[config.mk]
export PLATFORM = sky130hd
export DESIGN_NAME = bitlut_unit
export DESIGN_NICKNAME = d
export VERILOG_FILES = /design/src/rtl/bitlut_pkg.sv /design/src/rtl/bitlut_nib_sel.sv /design/src/rtl/bitlut_word_lane.sv /design/src/rtl/bitlut_cf_unit.sv /design/src/rtl/bitlut_unit.sv
export SDC_FILE = /design/constraint.sdc
export NUM_CORES = 1
export LEC_CHECK = 0
export ABC_AREA = 1
export BUFFER_PORTS_ARGS = -buffer_cell sky130_fd_sc_hd__clkbuf_2
export CAP_MARGIN = 20
export CORE_UTILIZATION = 40
export DETAILED_ROUTE_END_ITERATION = 10
export GPL_ROUTABILITY_DRIVEN = 0
export SLEW_MARGIN = 20
export SYNTH_ARGS = -nofsm -noshare
export SYNTH_HDL_FRONTEND = slang
export SYNTH_SLANG_ARGS = --single-unit
[constraint.sdc]
create_clock -name clk -period 1.77 [get_ports clk]
set_input_delay 0.2655 -clock clk [delete_from_list [all_inputs] [get_ports clk]]
set_output_delay 0.2655 -clock clk [all_outputs]
set_load 0.05 [all_outputs]
[src/rtl/bitlut_pkg.sv]
package bitlut_pkg;

  typedef enum logic [1:0] {
    MD_WORD_TERN = 2'd0,
    MD_WORD_BIN  = 2'd1,
    MD_CF_TERN   = 2'd2,
    MD_CF_BIN    = 2'd3
  } lut_mode_e;

  localparam int TBL3_BITS = 8;
  localparam int TBL2_BITS = 4;
  localparam int CF_BITS   = 4;

endpackage

[src/rtl/bitlut_nib_sel.sv]
module bitlut_nib_sel #(
  parameter int W    = 64,
  parameter int NIBW = 4,
  parameter int NSEL = 2
) (
  input  logic [W-1:0]            tbl_word,
  input  logic [$clog2(NSEL)-1:0] sel,
  output logic [NIBW-1:0]         nib
);
  localparam int SELW = $clog2(NSEL);

  logic [NSEL-1:0][NIBW-1:0] cand;

  for (genvar n = 0; n < NSEL; n++) begin : g_cand
    assign cand[n] = tbl_word[n*NIBW +: NIBW];
  end

  always_comb begin
    nib = cand[0];
    for (int n = 0; n < NSEL; n++) begin
      if (sel == SELW'(n)) nib = cand[n];
    end
  end
endmodule

[src/rtl/bitlut_word_lane.sv]
module bitlut_word_lane #(
  parameter int W = 64
) (
  input  logic [W-1:0] opa,
  input  logic [W-1:0] opb,
  input  logic [W-1:0] opd,
  input  logic [7:0]   tbl3,
  input  logic [3:0]   tbl2,
  input  logic         use_bin,
  output logic [W-1:0] y
);
  for (genvar i = 0; i < W; i++) begin : g_bit
    logic [2:0] idx3;
    logic [1:0] idx2;
    assign idx3 = {opd[i], opa[i], opb[i]};
    assign idx2 = {opa[i], opb[i]};
    assign y[i] = use_bin ? tbl2[idx2] : tbl3[idx3];
  end
endmodule

[src/rtl/bitlut_cf_unit.sv]
module bitlut_cf_unit #(
  parameter int FW = 4
) (
  input  logic [FW-1:0] fa,
  input  logic [FW-1:0] fb,
  input  logic [FW-1:0] fc,
  input  logic [FW-1:0] fprev,
  input  logic [FW-1:0] wmask,
  input  logic [7:0]    tbl3,
  input  logic          use_bin,
  output logic [FW-1:0] fout
);
  for (genvar k = 0; k < FW; k++) begin : g_fbit
    logic [2:0] idx3;
    logic [1:0] idx2;
    logic       lk;
    assign idx3 = {fc[k], fa[k], fb[k]};
    assign idx2 = {fa[k], fb[k]};
    assign lk   = use_bin ? fc[idx2] : tbl3[idx3];
    assign fout[k] = wmask[k] ? lk : fprev[k];
  end
endmodule

[src/rtl/bitlut_unit.sv]
module bitlut_unit #(
  parameter int W = 64
) (
  input  logic         clk,
  input  logic         rst,
  input  logic         in_valid,
  input  logic [1:0]   mode,
  input  logic         nib_hi,
  input  logic [3:0]   cf_mask,
  input  logic [W-1:0] opnd_a,
  input  logic [W-1:0] opnd_b,
  input  logic [W-1:0] opnd_d,
  input  logic [W-1:0] tbl_word,
  input  logic [7:0]   imm8,
  output logic         out_valid,
  output logic [W-1:0] result
);
  import bitlut_pkg::*;

  localparam int FW = CF_BITS;

  lut_mode_e          md;
  logic [3:0]         word_tbl;
  logic [W-1:0]       word_y;
  logic [FW-1:0]      cf_y;
  logic [W-1:0]       nxt;

  assign md = lut_mode_e'(mode);

  bitlut_nib_sel #(.W(W), .NIBW(TBL2_BITS), .NSEL(2)) u_nsel (
    .tbl_word (tbl_word),
    .sel      (nib_hi),
    .nib      (word_tbl)
  );

  bitlut_word_lane #(.W(W)) u_word (
    .opa     (opnd_a),
    .opb     (opnd_b),
    .opd     (opnd_d),
    .tbl3    (imm8),
    .tbl2    (word_tbl),
    .use_bin (md == MD_WORD_BIN),
    .y       (word_y)
  );

  bitlut_cf_unit #(.FW(FW)) u_cf (
    .fa      (opnd_a[FW-1:0]),
    .fb      (opnd_b[FW-1:0]),
    .fc      (tbl_word[FW-1:0]),
    .fprev   (opnd_d[FW-1:0]),
    .wmask   (cf_mask),
    .tbl3    (imm8),
    .use_bin (md == MD_CF_BIN),
    .fout    (cf_y)
  );

  always_comb begin
    unique case (md)
      MD_WORD_TERN, MD_WORD_BIN: nxt = word_y;
      default:                   nxt = {{(W-FW){1'b0}}, cf_y};
    endcase
  end

  always_ff @(posedge clk) begin
    if (rst) begin
      out_valid <= 1'b0;
      result    <= '0;
    end else begin
      out_valid <= in_valid;
      if (in_valid) result <= nxt;
    end
  end
endmodule

## Word level (Yosys, flattened, before mapping)

Index checks and enable logic that the tools add are counted.

- Output and inout port bits: 65
- Logic and storage cells: 484
- Register bits after elaboration: 65

- Mux-type cells: 346
- Equality and inequality tests: 2
- Reduce and logical (&&, ||, !) cells: 2
- $lt $le $gt $ge: 132

Operators with widths:

| operator | count |
|---|---|
| 3-bit by 4-bit < comparator with 1-bit output (second input constant) | 68 |
| 1-bit two-way mux | 208 |
| 1-bit binary-select mux with 3-bit select | 68 |
| 2-bit by 3-bit < comparator with 1-bit output (second input constant) | 64 |
| 1-bit binary-select mux with 2-bit select | 68 |
| 64-bit two-way mux | 1 |
| 4-bit two-way mux | 1 |
| 2-bit by 1-bit equality test with 1-bit output (second input constant) | 1 |
| 2-bit equality test (second input constant) | 1 |
| 2-bit zero test | 1 |
| 2-bit OR reduction | 1 |

## Longest topological paths before layout

- Depth in word-level cells: 5
- Mapped depth: 10
- Depth with buffers taken out: 9

## Modules after synthesis

Synthesis repeated with hierarchy kept, for this count alone.

- Cells, all modules: 2124
- Area total of the unflattened synthesis: 10802.9 µm²

Modules (own cells, without submodules):

| module | area each (µm²) | sequential area each (µm²) | cells each | times used |
|---|---|---|---|---|
| bitlut_word_lane | 7636.1 | 0.0 | 1685 | 1 |
| bitlut_unit | 2618.8 | 1301.2 | 309 | 1 |
| bitlut_cf_unit | 499.2 | 0.0 | 117 | 1 |
| bitlut_nib_sel | 48.8 | 0.0 | 13 | 1 |

## Least setup slack after synthesis

No wires, ideal clock.

- Path kind: input to register
- From: input port nib_hi
- To: register result[17]
- Path buffers: 2
- Data arrival time: 1.072 ns
- Setup time: 0.132 ns
- Stages: 9
- Slack: 0.565 ns
- Cells stage by stage: buf_6 > inv_8 > nand2_4 > buf_2 > nand3_1 > nand3_1 > nand3_1 > nand3_1 > a21oi_1

- Word-level cells in the longest chain between the ends: 5

Ends and longest elaborated chain:

| what | line | RTL |
|---|---|---|
| from (decl) | bitlut_unit.sv:8 | `input logic nib_hi,` |
| 4-bit two-way mux | bitlut_nib_sel.sv:21 | `if (sel == SELW'(n)) nib = cand[n];` |
| 1-bit binary-select mux with 2-bit select | bitlut_word_lane.sv:17 | `assign y[i] = use_bin ? tbl2[idx2] : tbl3[idx3];` |
| 1-bit two-way mux (not written as such) | bitlut_word_lane.sv:17 |  |
| 1-bit two-way mux | bitlut_word_lane.sv:17 |  |
| 64-bit two-way mux | bitlut_unit.sv:58 | `unique case (md)` |
| to (signal assigned) | bitlut_unit.sv:70 | `if (in_valid) result <= nxt;` |
| to (decl) | bitlut_unit.sv:16 | `output logic [W-1:0] result` |

Every way passes these cells. The select of a mux whose other input is x is not followed.
A chain may end at the register's enable or synchronous reset.

## Worst setup path in the final report

- From: input port nib_hi
- To: register result[37]

The elaborated chain is that of the path after synthesis.

==> impl_metrics.py <==
metrics = {
    "worst_setup_path": {
        "worst_setup_path_endpoint": "result[37]",
        "worst_ep_required_time_ns": 2.01,
        "worstSetupStartpoint": "nib_hi",
        "timing_worst_setup_path_type": "in2reg",
        "rr_worst_depth": 2,
        "cp-start-kind": "input port",
        "crit_arrival_ns": 1.56,
        "timing.rr.end": "result[57]",
        "r2r_setup_slack_ns": 1.09,
        "setup.worst_path.end_class": "flip-flop",
        "path_max_fanout": 34,
        "timing.rr.start": "result[57]",
    },
    "global_route": {
        "grt_start_max_net_pins": 45,
        "grt-ovfl-total": 0,
        "grt_util_all_layers_pct": 32.9,
        "grt_pass1_wl_um": 73600,
        "initial_antenna_violation_count": 4,
        "grt_pass1_vias": 14000,
    },
    "die": {
        "io-pin-count": 339,
        "die_w_um": 167,
        "fp.dieArea_sq_um": 27900,
        "die_y_um": 167,
        "core-area_sq_um": 26900,
        "placement_rows": 60,
        "initial_core_utilization_pct": 40.5,
    },
    "pwr": {
        "p_seq_share_pct": 24.0,
        "power.internal_w": 0.00363,
        "post-layout-total-power_w": 0.00661,
        "vdd_ir_drop_max_uv": 284,
        "power_density_nw_per_um2": 514,
        "cellLeakagePower_nw": 6.73,
        "swShare_pct": 45.1,
        "share_comb_of_total_power_pct": 49.3,
        "pwr-share-clk_pct": 26.7,
        "net-switching-power_w": 0.00298,
    },
    "flow_run": {
        "max_cap_viol_count": 0,
    },
    "synthesis": {
        "syn_area_sq_um": 10900,
        "synth.area.top_cells": "sky130_fd_sc_hd__nand3_1, sky130_fd_sc_hd__nand2_1, sky130_fd_sc_hd__dfxtp_1",
        "number_of_library_cell_types_mapped_by_synthesis": 19,
        "synthDominantCellAreaShare_pct": 40.4,
        "avgSynthCellArea_sq_um": 5.20,
        "syn-num-nets": 2368,
        "synth.yosys.warnings": 0,
        "synth_area_leader_cell": "sky130_fd_sc_hd__nand3_1",
        "synth-seq-area-share_pct": 11.9,
        "synth.ff_latch_count": 65,
        "syn-instance-count": 2094,
    },
    "clock_tree": {
        "clock_insertion_delay_worst_skew_ns": 0.35,
        "cts_max_path_buffers": 2,
        "postCtsResizedCells": 0,
        "worst_path_clk_slew_ns": 0.07,
        "tritoncts": "done",
        "quantity_of_hold_fixing_buffers_added_after_cts": 0,
        "post_cts.repair.setup_buffers": 0,
        "root_buffer": "sky130_fd_sc_hd__clkbuf_16",
        "clock_sink_count": 65,
        "htreeDepth": 3,
        "cts_inserted_buffers": 9,
    },
    "route": {
        "dr_total_vias": 15400,
        "post-route-drc-count": 2,
        "antenna_violating_nets_post_route": 0,
        "totalWireLength_um": 47200,
        "avgViaCountPerCell": 5.93,
        "wl_per_cell_um": 18.2,
        "detail_route.iter0.violations": 1860,
        "detailedRoute.firstPassIterationCount": 9,
    },
    "timing": {
        "finalSetupViolCount": 0,
        "timing.final.crit_period_ns": 1.33,
        "timing.setup.tns_ns": 0,
        "final_hold_viol_count": 0,
        "layout_worst_path_cycle_share_pct": 74.9,
        "slew-limit-headroom_pct": 59.3,
        "hold-worst-slack_ns": 0.269,
        "worst_slew_pin_slew_ns": 0.611,
        "final_max_slew_viol_count": 0,
        "rsz0062_at_grt": "no",
        "clock-skew-final_ns": 0,
        "fmaxAchievable_mhz": 755,
    },
    "placement": {
        "buffer_ports.inserted": 282,
        "dpl.hpwl_um": 31000,
    },
    "final_layout": {
        "seqCellArea_sq_um": 1300,
        "nNetsFinal": 2521,
        "multi_input_comb_area_sq_um": 7800,
        "flow.area_growth_from_synthesis_pct": 17.9,
        "layout_fillers": 2908,
        "drive_gt1_share_pct": 17.6,
    },
    "hold_path": {
        "hp-class": "in2reg",
    },
    "run_status": {
        "outcome": "complete, but fails checks",
        "failed_checks": "DRC",
    },
}
-- through the flow --
step / instances / instance area [sq um] / utilization (%) / setup slack (ns)
after floorplan: 2094 / 10900 / - / 0.565
after global placement: 2577 / 12600 / 46.8 / 0.124
after detailed placement: 2577 / 12600 / 46.8 / 0.108
after CTS: 2592 / 12800 / 47.8 / 0.450
after global routing: 2594 / 12800 / 47.8 / 0.361
final: 2596 / 12800 / 47.8 / 0.445
-- worst min-delay path by stage --
stage / depth (start not counted) / to / start / slack (ns)
CTS: 5 / result[0] / cf_mask[0] / 0.25
global placement: 2 / result[45] / result[45] / 0.45
finish: 5 / result[0] / cf_mask[0] / 0.27
floorplan: 4 / result[0] / opnd_d[0] / 0.52
global route: 5 / result[0] / opnd_d[0] / 0.31
detailed placement: 2 / result[39] / result[39] / 0.46
-- synthesized netlist by cell type --
library cell	count
sky130_fd_sc_hd__a21oi_1	76
sky130_fd_sc_hd__buf_1	10
sky130_fd_sc_hd__buf_2	146
sky130_fd_sc_hd__buf_4	15
sky130_fd_sc_hd__buf_6	8
sky130_fd_sc_hd__clkbuf_1	19
sky130_fd_sc_hd__clkinv_1	1
sky130_fd_sc_hd__dfxtp_1	65
sky130_fd_sc_hd__inv_1	197
sky130_fd_sc_hd__inv_2	2
sky130_fd_sc_hd__inv_8	1
sky130_fd_sc_hd__nand2_1	585
sky130_fd_sc_hd__nand2_4	8
sky130_fd_sc_hd__nand3_1	880
sky130_fd_sc_hd__nand3b_1	13
sky130_fd_sc_hd__nor2_1	7
sky130_fd_sc_hd__o211ai_1	27
sky130_fd_sc_hd__o211ai_2	30
sky130_fd_sc_hd__o21ai_0	4
-- cell usage in the layout, fill, tap and decap left out --
cell type and n:
sky130_fd_sc_hd__nor2_1 6, sky130_fd_sc_hd__a21oi_1 76, sky130_fd_sc_hd__buf_4 23, sky130_fd_sc_hd__diode_2 4, sky130_fd_sc_hd__o21ai_0 4, sky130_fd_sc_hd__o211ai_1 27
sky130_fd_sc_hd__clkbuf_8 1, sky130_fd_sc_hd__inv_8 1, sky130_fd_sc_hd__nand3b_1 13, sky130_fd_sc_hd__inv_1 197, sky130_fd_sc_hd__buf_2 8, sky130_fd_sc_hd__dfxtp_1 65
sky130_fd_sc_hd__nand3_1 880, sky130_fd_sc_hd__nand2_1 585, sky130_fd_sc_hd__o211ai_2 30, sky130_fd_sc_hd__nand2_4 8, sky130_fd_sc_hd__inv_2 3, sky130_fd_sc_hd__nor2_4 1
sky130_fd_sc_hd__clkbuf_1 1, sky130_fd_sc_hd__clkbuf_2 274, sky130_fd_sc_hd__buf_12 35, sky130_fd_sc_hd__clkbuf_16 9, sky130_fd_sc_hd__clkinv_2 4
-- registers in the layout, indices dropped and copies added, names as in the netlist --
name       count
result        64
out_valid      1
-- layout make-up --
class | instances | area share (%)
sequential | 65 | 10.1
clock buffer | 11 | 1.89
inverter | 201 | 5.93
antenna | 4 | 0.0779
clock inverter | 4 | 0.156
tap | 341 | 3.32
multi-input combinational | 1630 | 60.7
timing repair buffer | 340 | 17.8
-- power groups by stage --
stage,registers (W),logic (W),clock network (W)
floorplan,0.00188,0.00192,0
global placement,0.00161,0.00316,0
detailed placement,0.00162,0.00321,0
CTS,0.00158,0.00322,0.00179
global route,0.00159,0.00357,0.00184
finish,0.00158,0.00326,0.00177
-- per-layer routing --
| metal | GRT usage, % | part of all wire (%) | routed length, um | up-vias |
|---|---|---|---|---|
| li1 | - | - | - | 7308 |
| met1 | 39.7 | 38 | 17800 | 6928 |
| met2 | 54.0 | 46 | 21600 | 963 |
| met3 | 6.27 | 12 | 5480 | 194 |
| met4 | 19.9 | 4.8 | 2280 | 2 |
| met5 | 0 | 0.028 | 13 | - |
-- worst max-delay path: stages --
cell and delay [ns]:
sky130_fd_sc_hd__clkbuf_2 0.22, sky130_fd_sc_hd__nand2_4 0.13, sky130_fd_sc_hd__buf_4 0.42, sky130_fd_sc_hd__nand3_1 0.13, sky130_fd_sc_hd__nand3_1 0.09, sky130_fd_sc_hd__nand3_1 0.07, sky130_fd_sc_hd__nand3_1 0.14, sky130_fd_sc_hd__a21oi_1 0.08
-- logic make-up after synthesis --
| logic type | share of synthesized area (%) |
|---|---|
| buf+inv | 16.6 |
| simple gates | 62.5 |
| flops | 11.9 |
| compound gates | 8.98 |
(Power assumes the default switching activity.)
